<file path="config.mk">
export PLATFORM = sky130hd
export DESIGN_NAME = lane_deskew
export DESIGN_NICKNAME = d
export VERILOG_FILES = /design/src/rtl/lane_deskew.sv
export SDC_FILE = /design/constraint.sdc
export NUM_CORES = 1
export LEC_CHECK = 0
export BUFFER_PORTS_ARGS = -buffer_cell sky130_fd_sc_hd__buf_2
export CAP_MARGIN = 40
export CORE_ASPECT_RATIO = 1.5
export CORE_UTILIZATION = 59
export DETAILED_ROUTE_END_ITERATION = 10
export HOLD_SLACK_MARGIN = 0.15
export PLACE_DENSITY = 0.75
export SLEW_MARGIN = 20
export SYNTH_ARGS = -nofsm -noshare
export SYNTH_HDL_FRONTEND = slang
export SYNTH_SLANG_ARGS = --single-unit
</file>
<file path="constraint.sdc">
create_clock -name clk -period 3.5 [get_ports clk]
set_clock_uncertainty 0.1 [all_clocks]
set_input_delay 0.525 -clock clk [delete_from_list [all_inputs] [get_ports clk]]
set_output_delay 0.525 -clock clk [all_outputs]
set_load 0.005 [all_outputs]
</file>
<file path="src/rtl/lane_deskew.sv">
module lane_deskew #(
  parameter int LANES = 4,
  parameter int SYM_W = 8,
  parameter int DEPTH = 8,
  parameter logic [SYM_W-1:0] MARKER = 8'hBC
) (
  input  logic                   clk,
  input  logic                   rst_n,
  input  logic                   retrain,
  input  logic [LANES*SYM_W-1:0] lane_sym,
  input  logic [LANES-1:0]       lane_ctl,
  output logic [LANES*SYM_W-1:0] out_sym,
  output logic [LANES-1:0]       out_ctl,
  output logic                   out_valid,
  output logic                   aligned,
  output logic                   align_err
);

  localparam int TAP_W = $clog2(DEPTH);
  localparam int CNT_W = TAP_W + 1;
  localparam int ENT_W = SYM_W + 1;
  localparam logic [CNT_W-1:0] LIMIT = CNT_W'(DEPTH);

  logic             aligned_q, err_q;
  logic [LANES-1:0] found_q, hit_v;
  logic [CNT_W-1:0] since_q, cur;
  logic             training, complete, fail, done;

  assign training = !aligned_q && !err_q;
  assign cur      = (|found_q) ? since_q : '0;
  assign complete = training && (&(found_q | hit_v));
  assign fail     = training && (cur == LIMIT);
  assign done     = complete && !fail;

  always_ff @(posedge clk or negedge rst_n) begin
    if (!rst_n) begin
      aligned_q <= 1'b0;
      err_q     <= 1'b0;
      found_q   <= '0;
      since_q   <= '0;
    end else if (retrain) begin
      aligned_q <= 1'b0;
      err_q     <= 1'b0;
      found_q   <= '0;
      since_q   <= '0;
    end else if (training) begin
      found_q <= found_q | hit_v;
      if (((|found_q) || (|hit_v)) && since_q != LIMIT)
        since_q <= since_q + 1'b1;
      if (fail)
        err_q <= 1'b1;
      else if (done)
        aligned_q <= 1'b1;
    end
  end

  genvar g;
  generate
    for (g = 0; g < LANES; g++) begin : g_lane
      logic [ENT_W-1:0] line_q [DEPTH];
      logic [TAP_W-1:0] tap_q;
      logic [CNT_W-1:0] arr_q, arr_now;
      logic [ENT_W-1:0] sel;

      assign hit_v[g] = training && !found_q[g] && lane_ctl[g] &&
                        (lane_sym[g*SYM_W +: SYM_W] == MARKER);
      assign arr_now  = hit_v[g] ? cur : arr_q;
      assign sel      = line_q[tap_q];
      assign out_sym[g*SYM_W +: SYM_W] = aligned_q ? sel[SYM_W-1:0] : '0;
      assign out_ctl[g] = aligned_q & sel[SYM_W];

      always_ff @(posedge clk or negedge rst_n) begin
        if (!rst_n) begin
          for (int k = 0; k < DEPTH; k++) line_q[k] <= '0;
        end else begin
          line_q[0] <= {lane_ctl[g], lane_sym[g*SYM_W +: SYM_W]};
          for (int k = 1; k < DEPTH; k++) line_q[k] <= line_q[k-1];
        end
      end

      always_ff @(posedge clk or negedge rst_n) begin
        if (!rst_n) begin
          tap_q <= '0;
          arr_q <= '0;
        end else if (retrain) begin
          tap_q <= '0;
          arr_q <= '0;
        end else if (training) begin
          if (hit_v[g]) arr_q <= cur;
          if (done)     tap_q <= TAP_W'(cur - arr_now);
        end
      end
    end
  endgenerate

  assign aligned   = aligned_q;
  assign align_err = err_q;
  assign out_valid = aligned_q;

endmodule

</file>
# Yosys cells after proc, flatten, opt, wreduce, memory -nomap -nowiden

Index checks and enable logic that the tools add are counted.

Memory bits (writable): 0
Output and inout bits: 39
ROM bits: 0
Latch bits: 0
Memories kept: 0
Flip-flop bits (word level): 326
Logic and storage cells: 158
Input bits: 39

Mux-type cells: 53
Add/subtract/negate cells: 5
Divide/modulo/power cells: 0
$mul: 0
Reductions and logical operators: 36
Magnitude comparators: 4
Bitwise operators: 9
Shifts and indexed selects: 0
Equal/unequal tests: 7

Operator list:

| cell                  | count |
|---|---|
| $bmux W9 S3           | 4 |
| $mux W4               | 18 |
| $mux W9               | 8 |
| $mux W3               | 12 |
| $eq A8 B8 Y1 const B  | 4 |
| $mux W8               | 4 |
| $logic_and A1 B1 Y1   | 17 |
| $ge A4 B4 Y1 const B  | 4 |
| $not A3 Y4            | 4 |
| $sub A3 B3 Y3         | 4 |
| $reduce_bool A2 Y1    | 4 |
| $reduce_or A4 Y1      | 2 |
| $logic_not A1 Y1      | 7 |
| $mux W1               | 7 |
| $reduce_and A2 Y1     | 3 |
| $add A4 B1 Y4 const B | 1 |
| $and A1 B1 Y1         | 4 |
| $eq A4 B4 Y1 const B  | 1 |
| $ne A4 B4 Y1 const B  | 1 |
| $or A4 B4 Y4          | 1 |
| $reduce_and A4 Y1     | 1 |
| $reduce_and A3 Y1     | 1 |
| $ne A2 B2 Y1 const B  | 1 |
| $logic_or A1 B1 Y1    | 1 |

# Longest topological paths before layout

Depth after elaboration: 13
Mapped depth: 8
Depth with buffers taken out: 8

# Worst setup path before layout

No wires, ideal clock.

Path kind: in2reg
From: input port lane_sym[17]
To: register g_lane[2].tap_q[2]
Buffers on the path: 0
Cell stages on the path: 8
Setup time: 122 ps
Data required time: 3278 ps
Data arrival time: 2588 ps
Slack: 690 ps
Path through: nor3b_1 nand4_1 nor4_1 mux2_2 ha_1 fa_1 xnor2_1 o2bb2ai_1

Cells in the longest elaborated chain, start to end: 8
Elaborated cells on any way between the ends: 13
Those cells by class: 1 x add/sub; 1 x eq/ne; 4 x mux; 1 x bitwise; 6 x reduce/logical

RTL lines:

| element                                                               | RTL line | text |
|---|---|---|
| start, declared                                                       | 10       | `input logic [LANES*SYM_W-1:0] lane_sym,` |
| $eq A8 B8 Y1 *                                                        | 66       | `(lane_sym[g*SYM_W +: SYM_W] == MARKER);` |
| $logic_and A1 B1 Y1 *                                                 | 65       | `assign hit_v[g] = training && !found_q[g] && lane_ctl[g] &&` |
| parallel branches: the longest is 6 deep, another holds $sub A3 B3 Y3 | -        |  |
| end signal, assigned                                                  | 90       | `if (done) tap_q <= TAP_W'(cur - arr_now);` |
| end, declared                                                         | 61       | `logic [TAP_W-1:0] tap_q;` |

Every way passes the cells marked *. The select of a mux whose other input is x is not followed.
A chain may end at the register's enable or synchronous reset.

# Worst setup path after layout

Same ends and word-level chain as after synthesis.

==> results_dict.tcl <==
set metrics [dict create \
    status "complete, no violations" \
    worst_path_largest_cell_delay_ns 0.54 \
    number_of_buffers_added_for_setup_after_cts 0 \
    groute.usage.overall_pct 23.2 \
    clock_tree_buffer_depth 3 \
    slew-limit-headroom_pct 43.6 \
    period_share_pct 90.8 \
    maxCapViolCount 0 \
    place_inst 950 \
    pre_cts_slack_ns 0.326 \
    area_growth_syn_to_layout_pct 18.9 \
    wl_per_cell_um 20.1 \
    post_synth_most_frequent_cells "sky130_fd_sc_hd__dfrtp_1, sky130_fd_sc_hd__mux4_2, sky130_fd_sc_hd__nor2_1, sky130_fd_sc_hd__mux2i_1, sky130_fd_sc_hd__clkbuf_1" \
    p_seq_share_pct 53.6 \
    routed_via_density 5.64 \
    start_util_pct 60.7 \
    layout-drive-gt1-share_pct 30.0 \
    static-leakage-power_nw 5.77 \
    clock_latency_ns 0.55 \
    floorplan.core_area_mm2 0.0187 \
    synth_seq_cells 322 \
    seqCellArea_mm2 0.00806 \
    fin_area_mm2 0.0135 \
    timing.final.max_slew_violations 0 \
    internal_power_mw 5.89 \
    final_worst_setup_slack_ns 0.323 \
    cts_tree "built" \
    mappedNetlistNets 681 \
    synthCells 632 \
    p_per_area_mw_per_mm2 551 \
    routabilityCongestion 0.801 \
    final.setup.tns_ns 0 \
    clock_sink_count 322 \
    critPathLaunchType "input port" \
    port-buffer-count 77 \
    clock_tree_root_buffer_cell "sky130_fd_sc_hd__clkbuf_16" \
    first_global_vias 6819 \
    pin_count 78 \
    tritoncts.num_buffers 29 \
    synth_enable_flop_cells 0 \
    synth.most_common_cell "sky130_fd_sc_hd__dfrtp_1" \
    timing.critical_path.to_type "flip-flop" \
    die-area_mm2 0.0198 \
    achievable-frequency_mhz 315 \
    dpl.hpwl_um 13000 \
    synth-warning-count 0 \
    swShare_pct 20.7 \
    avgSynthCellArea_um2 18.0 \
    multiInputGateArea_mm2 0.00313 \
    worst_ep_arrival_time_ns 3.48 \
    cp_cell_sequence "dlygate4sd3_1, buf_2, nor3b_1, nand4_1, nor4_1, mux2_2, ha_1, fa_1, xnor2_1, o2bb2ai_1" \
    gr-total-overflow 0 \
    final_core_util_pct 72.2 \
    clock_power_share_pct 43.1 \
    route.final.wire_length_um 21000 \
    cpLargestDelayFamily "simple AND/OR/NAND/NOR gates" \
    row_count 61 \
    ir_drop_mv 0.486 \
    htree_num_levels 1 \
    final.min_clock_period_ns 3.18 \
    yosys-top-cells-area "sky130_fd_sc_hd__dfrtp_1, sky130_fd_sc_hd__mux4_2, sky130_fd_sc_hd__mux2i_1, sky130_fd_sc_hd__nor2_1, sky130_fd_sc_hd__o2bb2ai_1" \
    cp_slowest_cell "sky130_fd_sc_hd__dlygate4sd3_1" \
    crit_buf_inv 2 \
    synth_flop_type "sky130_fd_sc_hd__dfrtp_1" \
    async_flop_share_pct 100 \
    antenna_found_initial 0 \
    syn_area_mm2 0.0114 \
    clk_transition_reported_paths_ns 0.06 \
    finalHoldViolCount 0 \
    tightestPinTransition_ns 0.846 \
    num_vias 5876 \
    route.antenna.remaining_nets 0 \
    antenna-diode-count 0 \
    power_frac_comb_pct 3.3 \
    crit_path_max_fanout 4 \
    yosys.area.top_type_share_pct 71.0 \
    grt_pass1_wl_um 35000 \
    setup_repair_after_global_routing_missed_its_margin "no" \
    post-synth-top-area-cell "sky130_fd_sc_hd__dfrtp_1" \
    die-width_um 115 \
    detail_route.first_pass.iterations 4 \
    layout.nets 818 \
    required_ns 3.81 \
    crit_path_category "in -> reg" \
    die_height_um 172 \
    min-delay-path-class "in -> reg" \
    ys_seq_area_share_pct 71.0 \
    post_layout_nonfiller_instances 1042 \
    initialDrtViolationCount 341 \
    postPlaceCellArea_mm2 0.0121 \
    grt_max_degree 113 \
    setup_violations 0 \
    synth_cell_type_count 47 \
    number_of_fill_cells 1135 \
    netSwitchingPower_mw 1.54 \
    drc 0 \
]
## final cells by class
type	count	share of cell area, %
sequential	322	59.7
multi-input combinational	271	23.2
timing repair buffer	135	7.22
clock buffer	39	6.10
tap	252	2.34
clock inverter	13	1.18
inverter	10	0.278
## through the flow
step / power [mW] / hold WS [ns]
global route: 7.70 / 0.265
CTS: 7.51 / 0.241
finish: 7.43 / 0.261
floorplan: 4.11 / 0.129
detailed placement: 4.27 / 0.256
global placement: 4.24 / 0.253
## repair_timing
| action | CTS | global route |
|---|---|---|
| hold endpoints to repair | 142 | 0 |
| endpoints found under the setup margin | 0 | 0 |
| hold buffers | 37 | 0 |
| resized for setup | 0 | 0 |
## layout by cell type (no fill, tap or decap), drive strengths merged, types with 2 or more instances in the layout
cell         synthesis  final
o41ai                2      2
o21ai                5      5
mux4                72     72
nor4                 5      5
clkinv               0      5
a21oi                9      9
inv                 10     12
mux2i               39     39
bufinv               0      3
dlygate4sd3          0     37
and2                 9      9
buf                 16     97
fa                   4      4
nand4                4      4
xor2                 3      3
ha                   6      6
clkinvlp             0      3
a41oi                3      3
o2bb2ai             11     11
and4b                4      4
nand2               11     11
dfrtp              322    322
xnor2                5      5
nor2                54     54
mux2                 6      6
nor4bb               2      2
clkbuf              13     40
nor2b                3      3
## power groups by stage
stage | Sequential [mW] | Clock (mW) | Combinational, mW
global route | 4.00 | 3.43 | 0.273
detailed placement | 4.05 | 0 | 0.216
finish | 3.99 | 3.20 | 0.245
CTS | 3.99 | 3.28 | 0.250
global placement | 4.03 | 0 | 0.207
floorplan | 4.01 | 0 | 0.0954
## routing by layer
layer  up-vias  track usage, %  wire (um)
met5         -               0          0
met4         0            8.07        495
met1      3148            30.6       8480
li1       2555               -          -
met3        38            3.33        803
met2       135            39.8      11200
## final timing paths
| check | from | to | slack (ns) | depth (start not counted) |
|---|---|---|---|---|
| setup / recovery | lane_sym[17] | g_lane[2].tap_q[2] | 0.32 | 10 |
| setup reg to reg | aligned | g_lane[0].tap_q[1] | 0.70 | 7 |
| max in group asynchronous | rst_n | g_lane[2].line_q[70] | 1.77 | 3 |
| hold / removal | retrain | g_lane[3].arr_q[2] | 0.26 | 2 |
| hold reg to reg | g_lane[2].line_q[53] | g_lane[2].line_q[44] | 0.27 | 0 |
| min in group asynchronous | rst_n | g_lane[3].line_q[11] | 0.52 | 2 |
## sequential cells by signal, indices dropped and copies added (netlist names)
| register | flops |
|---|---|
| align_err | 1 |
| aligned | 1 |
| found_q | 4 |
| g_lane.arr_q | 12 |
| g_lane.line_q | 288 |
| g_lane.tap_q | 12 |
| since_q | 4 |
## worst reg2reg max path: cells and delay by family (launching register included)
| family | cells | cell delay, ns |
|---|---|---|
| buffers and inverters | 2 | 0.43 |
| and+or+nand+nor | 2 | 0.97 |
| DFF | 1 | 0.38 |
| AOI/OAI and AO/OA | 3 | 0.79 |
## logic make-up after synthesis
| kind of cell | after synthesis | share of synthesized area (%) |
|---|---|---|
| AOI/OAI and AO/OA | 35 | 2.35 |
| xor gates and xnor gates | 8 | 0.617 |
| adders and majority gates | 10 | 1.37 |
| buffers and inverters | 39 | 1.48 |
| DFF | 322 | 71.0 |
| muxes | 117 | 18.3 |
| and+or+nand+nor | 101 | 4.88 |
No activity file was read; power rests on OpenSTA's default activity.
